### config.mk
export PLATFORM = sky130hd
export DESIGN_NAME = dma_req_router
export DESIGN_NICKNAME = d
export VERILOG_FILES = /design/src/rtl/dmr_pkg.sv /design/src/rtl/dmr_cfg_regs.sv /design/src/rtl/dmr_channel.sv /design/src/rtl/dma_req_router.sv
export SDC_FILE = /design/constraint.sdc
export NUM_CORES = 1
export LEC_CHECK = 0
export CAP_MARGIN = 25
export CORE_UTILIZATION = 55
export CTS_CLUSTER_SIZE = 28
export DETAILED_ROUTE_END_ITERATION = 8
export PLACE_DENSITY = 0.81
export SYNTH_ARGS = -nofsm -noshare
export SYNTH_HDL_FRONTEND = slang
export SYNTH_HIERARCHICAL = 1
export SYNTH_SLANG_ARGS = --single-unit
export TNS_END_PERCENT = 5
### constraint.sdc
create_clock -name clk -period 5.8 [get_ports clk]
set_clock_uncertainty 0.15 [all_clocks]
set_input_delay 1.16 -clock clk [delete_from_list [all_inputs] [get_ports clk]]
set_output_delay 1.16 -clock clk [all_outputs]
set_load 0.01 [all_outputs]
### src/rtl/dmr_pkg.sv
package dmr_pkg;
    localparam int SLOT_W  = 6;
    localparam int CFG_W   = 8;
    localparam int SLOT_SP = 1 << SLOT_W;

    typedef struct packed {
        logic              en;
        logic              gate;
        logic [SLOT_W-1:0] slot;
    } ch_cfg_t;
endpackage

### src/rtl/dmr_cfg_regs.sv
module dmr_cfg_regs
    import dmr_pkg::*;
#(
    parameter int NUM_CH   = 8,
    parameter int NUM_TRIG = 4,
    localparam int AW      = (NUM_CH > 1) ? $clog2(NUM_CH) : 1
) (
    input  logic                   clk,
    input  logic                   rst_n,
    input  logic                   we,
    input  logic [AW-1:0]          addr,
    input  logic [CFG_W-1:0]       wdata,
    output logic [CFG_W-1:0]       rdata,
    output ch_cfg_t [NUM_CH-1:0]   cfg_o
);
    typedef struct packed {
        ch_cfg_t [NUM_CH-1:0] cfg;
    } regs_t;

    regs_t regs_d, regs_q;

    always_comb begin
        regs_d = regs_q;
        rdata  = '0;
        for (int i = 0; i < NUM_CH; i++) begin
            if (we && addr == AW'(i)) begin
                regs_d.cfg[i] = ch_cfg_t'(wdata);
                if (i >= NUM_TRIG) regs_d.cfg[i].gate = 1'b0;
            end
            if (addr == AW'(i)) rdata = regs_q.cfg[i];
        end
    end

    always_ff @(posedge clk or negedge rst_n) begin
        if (!rst_n) regs_q <= '0;
        else        regs_q <= regs_d;
    end

    assign cfg_o = regs_q.cfg;

    for (genvar g = 0; g < NUM_CH; g++) begin : g_chk
        a_r7_write_lands: assert property (@(posedge clk) disable iff (!rst_n)
            (we && addr == AW'(g)) |=> (cfg_o[g].slot == $past(wdata[SLOT_W-1:0])
                                        && cfg_o[g].en == $past(wdata[7])));
        if (g >= NUM_TRIG) begin : g_hi
            a_r6_gate_bit_clear: assert property (@(posedge clk) disable iff (!rst_n)
                (we && addr == AW'(g)) |=> !cfg_o[g].gate);
        end
    end
endmodule

### src/rtl/dmr_channel.sv
module dmr_channel
    import dmr_pkg::*;
#(
    parameter int NUM_SRC  = 64,
    parameter bit TRIG_CAP = 1'b0
) (
    input  logic               clk,
    input  logic               rst_n,
    input  ch_cfg_t            cfg,
    input  logic [NUM_SRC-1:0] src_req,
    input  logic               trig,
    output logic               req
);
    typedef struct packed {
        logic req;
    } ch_state_t;

    ch_state_t st_d, st_q;
    logic [SLOT_SP-1:0] src_pad;
    logic               sel;
    logic               gated;

    assign src_pad = SLOT_SP'(src_req);

    always_comb begin
        sel        = (cfg.slot != '0) && src_pad[cfg.slot];
        gated      = TRIG_CAP && cfg.gate;
        st_d       = st_q;
        st_d.req   = cfg.en && sel && (!gated || trig);
    end

    always_ff @(posedge clk or negedge rst_n) begin
        if (!rst_n) st_q <= '0;
        else        st_q <= st_d;
    end

    assign req = st_q.req;

    a_r2_disabled_quiet: assert property (@(posedge clk) disable iff (!rst_n)
        !cfg.en |=> !req);
    a_r5_slot0_quiet: assert property (@(posedge clk) disable iff (!rst_n)
        (cfg.slot == '0) |=> !req);
    a_r3_plain_follow: assert property (@(posedge clk) disable iff (!rst_n)
        (cfg.en && !(TRIG_CAP && cfg.gate) && cfg.slot != '0)
            |=> (req == $past(src_pad[cfg.slot])));
    if (TRIG_CAP) begin : g_gate_chk
        a_r4_no_pulse_no_req: assert property (@(posedge clk) disable iff (!rst_n)
            (cfg.en && cfg.gate && !trig) |=> !req);
    end
endmodule

### src/rtl/dma_req_router.sv
module dma_req_router
    import dmr_pkg::*;
#(
    parameter int NUM_CH   = 8,
    parameter int NUM_SRC  = 64,
    parameter int NUM_TRIG = 4,
    localparam int AW      = (NUM_CH > 1) ? $clog2(NUM_CH) : 1
) (
    input  logic                clk,
    input  logic                rst_n,
    input  logic                cfg_we,
    input  logic [AW-1:0]       cfg_addr,
    input  logic [CFG_W-1:0]    cfg_wdata,
    output logic [CFG_W-1:0]    cfg_rdata,
    input  logic [NUM_SRC-1:0]  src_req,
    input  logic [NUM_TRIG-1:0] trig_pulse,
    output logic [NUM_CH-1:0]   ch_req
);
    ch_cfg_t [NUM_CH-1:0] cfg;

    dmr_cfg_regs #(.NUM_CH(NUM_CH), .NUM_TRIG(NUM_TRIG)) u_regs (
        .clk   (clk),
        .rst_n (rst_n),
        .we    (cfg_we),
        .addr  (cfg_addr),
        .wdata (cfg_wdata),
        .rdata (cfg_rdata),
        .cfg_o (cfg)
    );

    for (genvar c = 0; c < NUM_CH; c++) begin : g_ch
        if (c < NUM_TRIG) begin : g_gated
            dmr_channel #(.NUM_SRC(NUM_SRC), .TRIG_CAP(1'b1)) u_ch (
                .clk(clk), .rst_n(rst_n), .cfg(cfg[c]), .src_req(src_req),
                .trig(trig_pulse[c]), .req(ch_req[c])
            );
        end else begin : g_plain
            dmr_channel #(.NUM_SRC(NUM_SRC), .TRIG_CAP(1'b0)) u_ch (
                .clk(clk), .rst_n(rst_n), .cfg(cfg[c]), .src_req(src_req),
                .trig(1'b0), .req(ch_req[c])
            );
        end
    end

    a_r1_reset_idle: assert property (@(posedge clk)
        !rst_n |=> (ch_req == '0));
endmodule

---- Word-level counts from Yosys, hierarchy flattened ----
Index checks and enable logic that the tools add are counted.
word-level totals
  register bits ........................... 68
  input port bits ......................... 82
  word-level logic and storage cells ...... 112
cells by class
  magnitude comparators ................... 8
  equal/unequal tests ..................... 7
  muxes and demuxes ....................... 24
  reductions and logical operators ........ 45
operators with widths
  cell                count
  $mux 8              8
  $lt 6x7->1 const B  8
  $bmux 1 s6          8
  $reduce_bool 6->1   8
  $logic_and 1x1->1   28
  $eq 3x3->1 const B  4
  $mux 1              8
  $eq 3x2->1 const B  2
  $logic_not 1->1     4
  $logic_or 1x1->1    4
  $eq 3x1->1 const B  1
  $logic_not 3->1     1

---- Depth between registers and ports, before layout ----
Gate-level depths: netlist (run 1).
  depth after elaboration ................. 9
  gate-level depth with buffers ........... 7

---- Hierarchy ----
The synthesis (run 1) kept the hierarchy.
modules (own cells, without submodules)
  module                                  instances  cells each  area an instance (sq um)  sequential area each (sq um)
  dmr_cfg_regs                            1          178         2932.8                    1501.4
  dmr_channel (g_ch[4].g_plain.u_ch ...)  4          59          695.7                     25.0
  dmr_channel (g_ch[0].g_gated.u_ch ...)  4          48          603.1                     25.0
  dma_req_router                          1          1           3.8                       0.0

---- Least setup slack after synthesis (run 1) ----
OpenSTA, ideal clock, no wires.
  path type ............................... input-to-output
  start point ............................. input cfg_addr[0]
  end point ............................... output cfg_rdata[0]
  data arrival time ....................... 2.189 ns
  path slack .............................. 2.301 ns
  stages .................................. 4
  cells stage by stage .................... buf_6 buf_12 mux4_2 mux2_4
between the ends
  longest elaborated chain between the ends .. 9
  elaborated cells between the ends (all ways) .. 16
ends and longest elaborated chain
  element               line                  text
  from (decl)           dma_req_router.sv:12  input logic [AW-1:0] cfg_addr,
  $logic_not 3->1       dmr_cfg_regs.sv:30    if (addr == AW'(i)) rdata = regs_q.cfg[i];
  $mux 8 (7 in series)  dmr_cfg_regs.sv:30
  $mux 8 (*)            dmr_cfg_regs.sv:30
  to (decl)             dma_req_router.sv:14  output logic [CFG_W-1:0] cfg_rdata,
Every way passes the cells marked *; elsewhere a longest branch is shown, timed or not.

---- Final worst setup path (run 1) ----
  start point ............................. input cfg_addr[1]
  end point ............................... output cfg_rdata[4]
Same word-level chain as after synthesis.

==> results of run 1 <==
metrics by stage:
stage,cells,util [%]
after floorplan,601,-
after global placement,838,63.3
after global routing,853,65.3
final,853,65.3
after CTS,853,65.3
after detailed placement,838,63.3
worst min-delay path by stage:
stage	slack, ns	cells past startpoint	endpoint
after global routing	0.40	1	u_regs/cfg_o[22]
after floorplan	0.34	1	u_regs/cfg_o[25]
final	0.39	1	u_regs/cfg_o[14]
after global placement	0.37	1	u_regs/cfg_o[22]
after detailed placement	0.38	1	u_regs/cfg_o[14]
after CTS	0.39	1	u_regs/cfg_o[14]
area by class of cell:
cell class,instances,area share (%)
inverter,12,0.489
clock buffer,9,2.44
multi-input combinational,463,63.5
sequential,68,18.5
clock inverter,6,0.706
timing repair buffer,115,12.0
tap,180,2.44
state kept, by name, summed over array words and instances, names as in the netlist:
signal	cells
g_ch.g_gated.u_ch/req	4
g_ch.g_plain.u_ch/req	4
u_regs/cfg_o	60
critical path: stages:
cell and delay [ns]:
clkdlybuf4s50_1 0.98, o21bai_1 0.41, a211o_1 0.30, a21oi_1 0.22, clkdlybuf4s50_1 0.60
per-layer routing:
| layer | part of all wire (%) | wire length [um] | vias to the layer above | GRT usage, % |
|---|---|---|---|---|
| met5 | 0 | 0 | - | 0 |
| met4 | 3.7 | 1040 | 0 | 15.4 |
| met3 | 15 | 4190 | 119 | 13.1 |
| met2 | 46 | 13000 | 674 | 58.8 |
| met1 | 36 | 10200 | 3421 | 52.6 |
| li1 | - | - | 2699 | - |
power groups by stage:
| stage | Sequential (mW) | Clock (mW) | Combinational, mW |
|---|---|---|---|
| after floorplan | 0.684 | 0 | 1.14 |
| after global routing | 0.863 | 0.572 | 1.54 |
| after global placement | 0.840 | 0 | 1.39 |
| after detailed placement | 0.844 | 0 | 1.43 |
| after CTS | 0.839 | 0.548 | 1.43 |
| final | 0.856 | 0.545 | 1.47 |
==> results.toml, run 1 <==
[run]
cap_violations = 0

[worst_setup_path]
rr_endpoint = "g_ch[3].g_gated.u_ch/req"
critPathLaunch = "cfg_addr[1]"
end_kind = "primary output"
reg2reg_slack_ns = 3.18
crit_path_start_kind = "input port"
ff2ff_path_depth = 5
crit_arrival_ns = 3.67
timing.rr.start = "u_regs/cfg_o[25]"
crit_fanout = 27
path_class = "input port to primary output"
endpoint = "cfg_rdata[4]"
worstPathRequired_ns = 4.49

[clock_tree]
cts.sink_count = 68
cts_root_buf = "clkbuf_16"
cts_tree = "yes"
hold_buffers = 0
cts_resized = 0
htreeDepth = 3
postCtsSetupBuffers = 0
clk_pin_slew_ns = 0.05
clkLatencyLatePin_ns = 0.34
clock_path_buffers = 2
cts_made_buffers = 9

[timing]
period_needed_ns = 4.98
fin_tns_setup_ns = 0
grt_setup_unrepaired = "no"
max_freq_mhz = 201
setup_viol = 0
tightest_slew_ns = 1.07
slew_viol_final = 0
final-hold-violation-count = 0
post-route-period-util_pct = 85.9
relSlewSlack_pct = 28.2
whs_ns = 0.393
fin_ws_ns = 0.817

[pwr]
total_power_mw = 2.87
pwr-share-seq_pct = 29.8
leakage_nw = 3.51
power.net_switching_mw = 1.17
clockPowerShare_pct = 19.0
powerDensity_mw_per_mm2 = 312
p_comb_share_pct = 51.2
p_int_mw = 1.70
swShare_pct = 40.7
peakVddDrop_v = 0.000214

[cells_and_area]
diodes = 0
seqCellArea_mm2 = 0.00170
layout_commonest_cell = "clkdlybuf4s50_1"
num-fill-cells = 1049
layout.nets = 751
final_cell_mix = "96 x clkdlybuf4s50_1, 72 x mux2_2, 70 x mux4_2"
design_area_mm2 = 0.00921
multi_input_area_mm2 = 0.00585
area_growth_syn_to_layout_pct = 13.8
drive_gt1_share_pct = 29.4

[grt]
grt_usage_pct = 39.2
grt_pass1_vias = 6662
grt_max_degree = 69
grt_pass1_wl_mm = 42.1
grt_antenna_before_repair = 0
gr-total-overflow = 0

[route]
post-route-drc-count = 0
drt-total-wl_mm = 28.5
drt_iter0_markers = 905
vias = 6913
ant_nets = 0
detail_route.vias_per_cell = 8.10
routedWlPerCell_um = 33.4
drt_pre_antenna_iters = 6

[placed_design]
gp_congestion = 0.962
place_hpwl_mm = 19.2
place_area_mm2 = 0.00892
dp_slack_ns = 0.904
io_buffers = 97

[die]
die_w_um = 123
die_h_um = 123
die_area_mm2 = 0.0152
start_util_pct = 57.4
design.core.area_mm2 = 0.0141
rows = 43
ios = 98

[synth]
syn_nets = 683
synthCells = 601
yosys_warnings = 6
post_synth.cell_area_avg_um2 = 13.5
synth_area_mm2 = 0.00809

[worst_hold_path]
hold_start = "u_regs/cfg_o[14]"
worstHoldPathType = "flop to flop"

[outcome]
outcome = "finished clean"
No activity file was read; power rests on OpenSTA's default activity.
==> inputs of run 2 (changes only) <==
CELL_PAD_IN_SITES_DETAIL_PLACEMENT = 2   (was unset)
CELL_PAD_IN_SITES_GLOBAL_PLACEMENT = 2   (was unset)
CORE_UTILIZATION = 44   (was 55)
PLACE_DENSITY = 0.91   (was 0.81)
==> results.toml, run 2 (same netlist as run 1, synthesis figures left out) <==
[outcome]
outcome = "finished clean"

[cells_and_area]
area_growth_syn_to_layout_pct = 15.0
design_area_mm2 = 0.00931
drive_gt1_share_pct = 29.3
num-fill-cells = 1682
layout_commonest_cell = "clkdlybuf4s50_1"
largest_reg_flops = 60
diodes = 0
final_util_pct = 51.6
layout.nets = 750
final_cell_mix = "96 x clkdlybuf4s50_1, 72 x mux2_2, 70 x mux4_2"
final_cells = 902

[route]
ant_nets = 0
detail_route.vias_per_cell = 8.03
vias = 7246
post-route-drc-count = 0
drt_pre_antenna_iters = 6
routedWlPerCell_um = 40.6
drt_iter0_markers = 972
drt-total-wl_mm = 36.6

[worst_setup_path]
worstPathRequired_ns = 4.49
crit_path_start_kind = "input port"
critPathLaunch = "cfg_addr[0]"
ff2ff_path_depth = 5
crit_chain = "clkdlybuf4s50_1, mux4_1, nor2b_1, a21oi_1, clkdlybuf4s50_1"
rr_endpoint = "g_ch[1].g_gated.u_ch/req"
timing.rr.start = "u_regs/cfg_o[9]"
endpoint = "cfg_rdata[7]"
path_class = "input port to primary output"
slowest_delay_ns = 0.98
crit_fanout = 13
cpMostUsedCell = "clkdlybuf4s50_1"
cp_slowest_cell = "clkdlybuf4s50_1"
crit_arrival_ns = 3.70
end_kind = "primary output"
reg2reg_slack_ns = 3.16

[pwr]
powerDensity_mw_per_mm2 = 326
total_power_mw = 3.04
peakVddDrop_v = 0.000269
leakage_nw = 3.52

[die]
die_h_um = 138
rows = 49
die_w_um = 138
design.core.area_mm2 = 0.0180
ios = 98
start_util_pct = 44.9
die_area_mm2 = 0.0189

[grt]
grt_pass1_vias = 7591
grt_antenna_before_repair = 0
gr-total-overflow = 0
grt_usage_pct = 40.0
grt_pass1_wl_mm = 53.0
grt_max_degree = 69

[placed_design]
dp_slack_ns = 0.792
place_area_mm2 = 0.00896
gp_congestion = 0.928
place_hpwl_mm = 24.7
place_inst = 884
io_buffers = 97

[clock_tree]
clkLatencyLatePin_ns = 0.34
cts_resized = 0
hold_buffers = 0
cts_made_buffers = 9
cts_root_buf = "clkbuf_16"
cts.sink_count = 68
cts_tree = "yes"
clk_pin_slew_ns = 0.07
htreeDepth = 3
clock_path_buffers = 2
postCtsSetupBuffers = 0

[timing]
final-hold-violation-count = 0
tightest_slew_ns = 1.03
grt_setup_unrepaired = "no"
relSlewSlack_pct = 31.1
post-route-period-util_pct = 86.4
max_freq_mhz = 199
period_needed_ns = 5.01
whs_ns = 0.450
slew_viol_final = 0
setup_viol = 0
fin_ws_ns = 0.787
fin_tns_setup_ns = 0

[run]
cap_violations = 0

[worst_hold_path]
worstHoldPathType = "flop to flop"
holdPathStages = 1
## run 2: cell type report
type / count / area [um^2] / area share [%]
well taps: 229 / 287 / 3.08
clock inverters: 5 / 60.1 / 0.645
clock buffers: 11 / 243 / 2.61
repair buffers: 114 / 1120 / 12.0
multi-input cells: 463 / 5850 / 62.8
inverters: 12 / 45.0 / 0.484
flip-flops and latches: 68 / 1700 / 18.3
## run 2: worst min-delay path by stage
stage / endpoint / start / slack [ns]
final: u_regs/cfg_o[22] / u_regs/cfg_o[22] / 0.45
after CTS: u_regs/cfg_o[22] / u_regs/cfg_o[22] / 0.45
after detailed placement: u_regs/cfg_o[30] / u_regs/cfg_o[30] / 0.42
after global routing: u_regs/cfg_o[22] / u_regs/cfg_o[22] / 0.47
after global placement: u_regs/cfg_o[30] / u_regs/cfg_o[30] / 0.41
after floorplan: u_regs/cfg_o[25] / u_regs/cfg_o[25] / 0.34
## run 2: layer usage
metal  share of wire, %  GRT usage [%]
met5                  0              0
met4                5.2           19.2
met3                 11           10.7
met2                 48           64.2
met1                 37           49.8
## run 2: power breakdown
part,switching [mW],internal [mW],leakage [nW]
Sequential,0.317,0.582,0.825
Combinational,0.761,0.797,2.55
Clock,0.232,0.347,0.146
## run 2: worst max-delay path, delay by kind of cell
kind / cells / cell delay, ns
buffers and inverters: 2 / 1.49
and+or+nand+nor: 1 / 0.28
AOI/OAI and AO/OA: 1 / 0.09
muxes: 1 / 0.68
==> inputs of run 3 (changes only) <==
CTS_CLUSTER_SIZE = 10   (was 28)
==> results of run 3 <==
No change in the layout: final DEF, timing and power equal those of run 2.
